File: src/rtl/mpuart_pkg.sv
package mpuart_pkg;

  localparam int FRAME_MAX = 12;   // start + 8 data + extra + 2 stop

  typedef struct packed {
    logic len7;
    logic stop2;
    logic par_en;
    logic par_odd;
    logic mp_en;
    logic msb_first;
  } fmt_t;

  // Data bits rearranged into line order (index 0 leaves first).
  // The mapping is its own inverse, so the receiver reuses it.
  function automatic logic [7:0] wire_order(input logic [7:0] d, input fmt_t f);
    logic [7:0] r;
    r = d;
    if (f.len7) r = {1'b0, d[6:0]};
    else if (f.msb_first) for (int i = 0; i < 8; i++) r[i] = d[7-i];
    return r;
  endfunction

  function automatic logic has_extra(input fmt_t f);
    return f.mp_en | f.par_en;
  endfunction

  function automatic logic [3:0] data_len(input fmt_t f);
    return f.len7 ? 4'd7 : 4'd8;
  endfunction

  function automatic logic extra_bit(input logic [7:0] d, input logic flag, input fmt_t f);
    logic [7:0] m;
    m = f.len7 ? {1'b0, d[6:0]} : d;
    if (f.mp_en) return flag;
    return f.par_odd ? ~(^m) : (^m);
  endfunction

endpackage

File: src/rtl/mpuart_tx.sv
module mpuart_tx
  import mpuart_pkg::*;
#(
  parameter int OVS = 16
) (
  input  logic       clk,
  input  logic       rst,
  input  logic       tick,
  input  fmt_t       fmt,
  input  logic       wr,
  input  logic [7:0] wr_data,
  input  logic       wr_flag,
  output logic       empty,
  output logic       busy,
  output logic       txd
);
  localparam int SUB_W = $clog2(OVS);
  localparam logic [SUB_W-1:0] SUB_LAST = SUB_W'(OVS - 1);

  logic [7:0]           hold_q;
  logic                 hold_flag_q, hold_full_q, hold_full_n;
  logic [FRAME_MAX-1:0] sh_q, sh_n;
  logic [3:0]           left_q, left_n;
  logic [SUB_W-1:0]     sub_q, sub_n;
  logic                 busy_q, busy_n, txd_q, take;

  function automatic logic [FRAME_MAX-1:0] build(input logic [7:0] d, input logic fl,
                                                 input fmt_t f);
    logic [FRAME_MAX-1:0] b;
    logic [7:0] w;
    logic [3:0] n;
    b = '1;
    w = wire_order(d, f);
    n = data_len(f);
    b[0] = 1'b0;
    for (int i = 0; i < 8; i++) if (i < int'(n)) b[i+1] = w[i];
    if (has_extra(f)) b[n+4'd1] = extra_bit(d, fl, f);
    return b;
  endfunction

  function automatic logic [3:0] frame_len(input fmt_t f);
    return 4'd2 + data_len(f) + {3'b0, has_extra(f)} + {3'b0, f.stop2};
  endfunction

  always_comb begin
    sh_n   = sh_q;
    left_n = left_q;
    sub_n  = sub_q;
    busy_n = busy_q;
    take   = 1'b0;
    if (busy_q && tick) begin
      if (sub_q == SUB_LAST) begin
        sub_n = '0;
        if (left_q == 4'd1) busy_n = 1'b0;
        else begin
          sh_n   = {1'b1, sh_q[FRAME_MAX-1:1]};
          left_n = left_q - 4'd1;
        end
      end else begin
        sub_n = sub_q + 1'b1;
      end
    end
    if (!busy_n && hold_full_q) begin
      sh_n   = build(hold_q, hold_flag_q, fmt);
      left_n = frame_len(fmt);
      sub_n  = '0;
      busy_n = 1'b1;
      take   = 1'b1;
    end
    hold_full_n = hold_full_q & ~take;
    if (wr && !hold_full_q) hold_full_n = 1'b1;
  end

  always_ff @(posedge clk) begin
    if (rst) begin
      hold_q <= '0; hold_flag_q <= 1'b0; hold_full_q <= 1'b0;
      sh_q <= '1; left_q <= '0; sub_q <= '0; busy_q <= 1'b0; txd_q <= 1'b1;
    end else begin
      if (wr && !hold_full_q) begin
        hold_q      <= wr_data;
        hold_flag_q <= wr_flag;
      end
      hold_full_q <= hold_full_n;
      sh_q   <= sh_n;
      left_q <= left_n;
      sub_q  <= sub_n;
      busy_q <= busy_n;
      txd_q  <= busy_n ? sh_n[0] : 1'b1;
    end
  end

  assign empty = ~hold_full_q;
  assign busy  = busy_q;
  assign txd   = txd_q;
endmodule

File: src/rtl/mpuart_rx.sv
module mpuart_rx
  import mpuart_pkg::*;
#(
  parameter int OVS  = 16,
  parameter int SYNC = 2
) (
  input  logic       clk,
  input  logic       rst,
  input  logic       tick,
  input  fmt_t       fmt,
  input  logic       rxd,
  input  logic       ack,
  input  logic       addr_only,
  output logic [7:0] data,
  output logic       flag,
  output logic       full,
  output logic       perr,
  output logic       ferr,
  output logic       oerr,
  output logic       level
);
  localparam int SUB_W = $clog2(OVS);
  localparam logic [SUB_W-1:0] SUB_MID  = SUB_W'(OVS / 2 - 1);
  localparam logic [SUB_W-1:0] SUB_LAST = SUB_W'(OVS - 1);

  typedef enum logic [1:0] {S_IDLE, S_START, S_BITS} rx_st_t;

  logic [SYNC-1:0]  sy_q;
  logic             rxd_s, level_q;
  rx_st_t           st_q;
  logic [SUB_W-1:0] sub_q;
  logic [3:0]       idx_q, n, stop_i, last_i;
  logic [15:0]      bits_q, bv;
  logic [7:0]       w_data;
  logic             ext, w_extra, w_flag, w_perr, w_ferr, done, skip;

  assign rxd_s = sy_q[SYNC-1];

  always_comb begin
    n       = data_len(fmt);
    ext     = has_extra(fmt);
    stop_i  = n + {3'b0, ext};
    last_i  = stop_i + {3'b0, fmt.stop2};
    bv      = bits_q;
    bv[idx_q] = rxd_s;
    w_data  = wire_order(bv[7:0], fmt);
    w_extra = bv[n];
    w_flag  = fmt.mp_en & w_extra;
    w_perr  = fmt.par_en & ~fmt.mp_en & (w_extra != extra_bit(w_data, 1'b0, fmt));
    w_ferr  = ~bv[stop_i] | (fmt.stop2 & ~bv[last_i]);
    done    = (st_q == S_BITS) && tick && (sub_q == SUB_LAST) && (idx_q == last_i);
    skip    = addr_only & fmt.mp_en & ~w_flag;
  end

  always_ff @(posedge clk) begin
    if (rst) begin
      sy_q <= '1; level_q <= 1'b1;
      st_q <= S_IDLE; sub_q <= '0; idx_q <= '0; bits_q <= '0;
      data <= '0; flag <= 1'b0; full <= 1'b0;
      perr <= 1'b0; ferr <= 1'b0; oerr <= 1'b0;
    end else begin
      sy_q    <= {sy_q[SYNC-2:0], rxd};
      level_q <= rxd_s;
      if (tick) begin
        case (st_q)
          S_IDLE: if (!rxd_s) begin st_q <= S_START; sub_q <= '0; end
          S_START:
            if (sub_q == SUB_MID) begin
              if (rxd_s) st_q <= S_IDLE;
              else begin st_q <= S_BITS; sub_q <= '0; idx_q <= '0; end
            end else sub_q <= sub_q + 1'b1;
          default:
            if (sub_q == SUB_LAST) begin
              sub_q  <= '0;
              bits_q <= bv;
              if (idx_q == last_i) st_q <= S_IDLE;
              else idx_q <= idx_q + 4'd1;
            end else sub_q <= sub_q + 1'b1;
        endcase
      end
      if (ack) begin
        full <= 1'b0; perr <= 1'b0; ferr <= 1'b0; oerr <= 1'b0;
      end
      if (done && !skip) begin
        if (full && !ack) oerr <= 1'b1;
        else begin
          data <= w_data; flag <= w_flag; full <= 1'b1;
          perr <= w_perr; ferr <= w_ferr;
        end
      end
    end
  end

  assign level = level_q;
endmodule

File: src/rtl/mpuart_top.sv
module mpuart_top
  import mpuart_pkg::*;
#(
  parameter int OVS  = 16,
  parameter int SYNC = 2
) (
  input  logic       clk,
  input  logic       rst,
  input  logic       tick16,
  input  logic       cfg_len7,
  input  logic       cfg_stop2,
  input  logic       cfg_par_en,
  input  logic       cfg_par_odd,
  input  logic       cfg_mp_en,
  input  logic       cfg_msb_first,
  input  logic       tx_wr,
  input  logic [7:0] tx_byte,
  input  logic       tx_flag,
  output logic       tx_empty,
  output logic       txd,
  input  logic       rxd,
  input  logic       rx_ack,
  input  logic       rx_addr_only,
  output logic [7:0] rx_byte,
  output logic       rx_flag,
  output logic       rx_full,
  output logic       rx_err_parity,
  output logic       rx_err_frame,
  output logic       rx_err_overrun,
  output logic       rxd_level
);
  fmt_t fmt;
  logic tx_busy;

  assign fmt = '{len7: cfg_len7, stop2: cfg_stop2, par_en: cfg_par_en,
                 par_odd: cfg_par_odd, mp_en: cfg_mp_en, msb_first: cfg_msb_first};

  mpuart_tx #(.OVS(OVS)) u_tx (
    .clk(clk), .rst(rst), .tick(tick16), .fmt(fmt),
    .wr(tx_wr), .wr_data(tx_byte), .wr_flag(tx_flag),
    .empty(tx_empty), .busy(tx_busy), .txd(txd)
  );

  mpuart_rx #(.OVS(OVS), .SYNC(SYNC)) u_rx (
    .clk(clk), .rst(rst), .tick(tick16), .fmt(fmt), .rxd(rxd),
    .ack(rx_ack), .addr_only(rx_addr_only),
    .data(rx_byte), .flag(rx_flag), .full(rx_full),
    .perr(rx_err_parity), .ferr(rx_err_frame), .oerr(rx_err_overrun),
    .level(rxd_level)
  );
endmodule

File: config.mk
export PLATFORM = sky130hd
export DESIGN_NAME = mpuart_top
export DESIGN_NICKNAME = d
export VERILOG_FILES = /design/src/rtl/mpuart_pkg.sv /design/src/rtl/mpuart_tx.sv /design/src/rtl/mpuart_rx.sv /design/src/rtl/mpuart_top.sv
export SDC_FILE = /design/constraint.sdc
export NUM_CORES = 1
export LEC_CHECK = 0
export BUFFER_PORTS_ARGS = -buffer_cell sky130_fd_sc_hd__buf_2
export CORE_MARGIN = 2
export CORE_UTILIZATION = 52
export CTS_BUF_LIST = sky130_fd_sc_hd__clkbuf_4
export CTS_CLUSTER_SIZE = 25
export DETAILED_ROUTE_END_ITERATION = 12
export GPL_ROUTABILITY_DRIVEN = 0
export PLACE_DENSITY_LB_ADDON = 0.3
export SYNTH_ARGS = -nofsm -noshare
export SYNTH_HDL_FRONTEND = slang
export SYNTH_HIERARCHICAL = 1
export SYNTH_SLANG_ARGS = --single-unit
File: constraint.sdc
create_clock -name clk -period 3.6 [get_ports clk]
set_input_delay 0.36 -clock clk [delete_from_list [all_inputs] [get_ports clk]]
set_output_delay 0.36 -clock clk [all_outputs]
set_load 0.01 [all_outputs]
==> flow_summary.ini <==
[clock_tree]
cts_tree = built
cts_resized = 0
postCtsSetupBuffers = 0
root_buffer = clkbuf_4
cts_buffers = 9
cts_buffer_depth = 2
path_clk_slew_ns = 0.13
cts_sinks = 74
cts_hold_buffers = 0
htree_levels = 3
clk_latency_ns = 0.44

[worst_setup_path]
crit_family = XOR/XNOR gates
path_cells = inv_1 -> ha_1 -> nor3b_2 -> mux2i_1 -> mux2i_1 -> xnor2_1 -> xnor2_1 -> xnor2_1 -> xnor2_1 -> nand3_1 -> o21ai_1
worstPathArrival_ns = 3.23
worstPathRequired_ns = 3.97
crit_slowest_cell = mux2i_1
cp_max_fo = 8
cp_num_buf_inv = 1
crit_top_cell = xnor2_1
slowest_delay_ns = 0.50
endpoint_kind = flip-flop
cp-start-kind = flip-flop
path_class = reg2reg

[timing]
finalSetupTns_ns = 0
holdWs_ns = 0.102
hold_viol = 0
post-route-min-period_ns = 2.86
rsz0062_at_grt = false
tightest_slew_ns = 1.07
post-route-period-util = 0.795
skew_ns = 0.0182
final_max_slew_viol_count = 0
fmax_mhz = 349
slew_headroom = 0.286
setup_viol = 0

[logic_synthesis]
syn-num-nets = 555
yosysWarnings = 6
synthTopCellsByCount = 74 x dfxtp_1, 69 x nand2_1, 49 x nor2_1
synth_cells = 517
yosysMostFrequentCell = dfxtp_1
synth.area.mux_share = 0.121
synth_area_um2 = 4380
syn_area_per_cell_um2 = 8.47
synth_flop_cell = dfxtp_1
ys_seq_elements = 74
synth-xor-area-share = 0.0611
yosysUniqueCellTypes = 62
yosysSeqAreaShare = 0.338
synth_compound_area_frac = 0.152
yosys.area_share.simple = 0.227
synth_top_family_by_area = simple AND/OR/NAND/NOR gates
synth-edff-count = 0
synth_top_area_cell = dfxtp_1
synth_top_area_frac = 0.338
async_flop_share = 0
synthAdderAreaFrac = 0.0474
yosys-top-cells-area = dfxtp_1 34%, mux2i_1 9.1%, nand2_1 5.9%, ha_1 4.3%, nor2_1 4.2%

[power]
p_int_uw = 1110
switching_share = 0.309
comb_power_share = 0.145
ir_worst_vdd_v = 0.000254
total_power_uw = 1610
leakage_uw = 0.00196
pwr-share-seq = 0.542
clock_power_share = 0.313
switchingPower_uw = 497
power_density_nw_per_um2 = 340

[floorplan]
ios = 38
die_x_um = 95.8
die_y_um = 95.8
dieArea_um2 = 9170
core_um2 = 8180
start_util = 0.536
num_rows = 33

[routing]
wl_per_cell_um = 14.5
ant_nets = 0
drt_iter0_markers = 134
via_count = 3652
drt-total-wl_um = 9430
viasPerCell = 5.63
drcViolationCount = 0
drt_first_pass_iters = 4

[grt]
grt.overflow.total = 0
first_global_vias = 3362
track_usage = 0.214
grt_pass1_wl_um = 15500
antenna_found_initial = 0
grt_max_degree = 59

[finish]
area_delta_synth_final_pct = 7.83
layout-drive-gt1-share = 0.165
diodes = 0
final_net_count = 577

[flow_run]
cap_violations = 0

[min_path]
hold_path.class = in2reg

[place]
hpwl_um = 6600
io_buffers = 37

[status]
status = finished clean
through the flow:
stage | worst slack [ns] | util | instances | cell area [um2]
after detailed placement | 0.314 | 0.562 | 633 | 4590
after global placement | 0.469 | 0.562 | 633 | 4590
after global routing | 0.499 | 0.578 | 649 | 4720
final | 0.738 | 0.578 | 649 | 4720
after floorplan | 0.785 | - | 517 | 4380
after CTS | 0.748 | 0.578 | 649 | 4720
final timing paths:
kind | start | cells after the start | endpoint | slack, ns
worst max-delay path | u_rx/idx_q[1] | 11 | u_rx/perr | 0.74
worst min-delay path | rxd | 2 | u_rx/sy_q[0] | 0.10
worst max register to register | u_rx/idx_q[1] | 11 | u_rx/perr | 0.74
worst min register to register | u_rx/sy_q[0] | 1 | u_rx/sy_q[1] | 0.44
sequential cells by signal, indices dropped and copies added, names as in the netlist:
| name | flops |
|---|---|
| u_rx/st_q | 2 |
| u_tx/txd | 1 |
| u_tx/busy | 1 |
| u_rx/full | 1 |
| u_rx/data | 8 |
| u_rx/level | 1 |
| u_rx/sub_q | 4 |
| u_tx/hold_full_q | 1 |
| u_rx/sy_q | 2 |
| u_tx/sub_q | 4 |
| u_tx/hold_q | 8 |
| u_tx/left_q | 4 |
| u_tx/sh_q | 12 |
| u_rx/flag | 1 |
| u_rx/ferr | 1 |
| u_rx/bits_q | 16 |
| u_tx/hold_flag_q | 1 |
| u_rx/idx_q | 4 |
| u_rx/oerr | 1 |
| u_rx/perr | 1 |
metal layers:
layer	up-vias	global-route usage	wire, um
met2	62	0.356	4560
li1	1868	-	-
met1	1708	0.271	4430
met3	14	0.0517	325
met4	0	0.0702	108
met5	-	0	0
power groups by stage:
stage	combinational, uW	clock, uW	sequential [uW]
after CTS	232	521	872
after floorplan	180	0	881
after global placement	225	0	889
after detailed placement	230	0	889
final	232	503	872
after global routing	256	552	876
final cells by class:
cell class	instances	area, um2
Sequential cell	74	1480
Timing Repair Buffer	47	260
Clock inverter	7	63.8
Inverter	14	52.6
Clock buffer	9	67.6
Fill cell	758	3450
Tap cell	105	131
Multi-Input combinational cell	393	2670
cells in the final DEF (no fill, tap or decap), types with 4 or more instances in the layout:
cell      Yosys  routed
dfxtp_1      74      74
nand2_1      69      69
nor2_1       49      49
mux2i_1      40      40
buf_2         3      37
a21oi_1      35      35
nand3_1      22      22
xnor2_1      19      19
ha_1         15      15
inv_1        13      13
a211oi_1     11      11
buf_4         7      10
nor3_1       10      10
clkbuf_4      0       9
xor2_1        9       9
a221oi_1      9       9
nand3b_1      8       8
o21ai_1       8       8
o21ai_0       7       7
nor2b_1       6       6
a31oi_1       6       6
inv_6         0       5
nor4_1        5       5
nand2b_1      5       5
mux2_2        4       4
nor3b_1       4       4
logic make-up after synthesis:
family                     after synthesis
buffers and inverters                   50
DFF                                     74
adders and majority gates               16
muxes                                   49
xor gates and xnor gates                29
and+or+nand+nor                        202
AOI/OAI and AO/OA                       97
(Power assumes the default switching activity.)
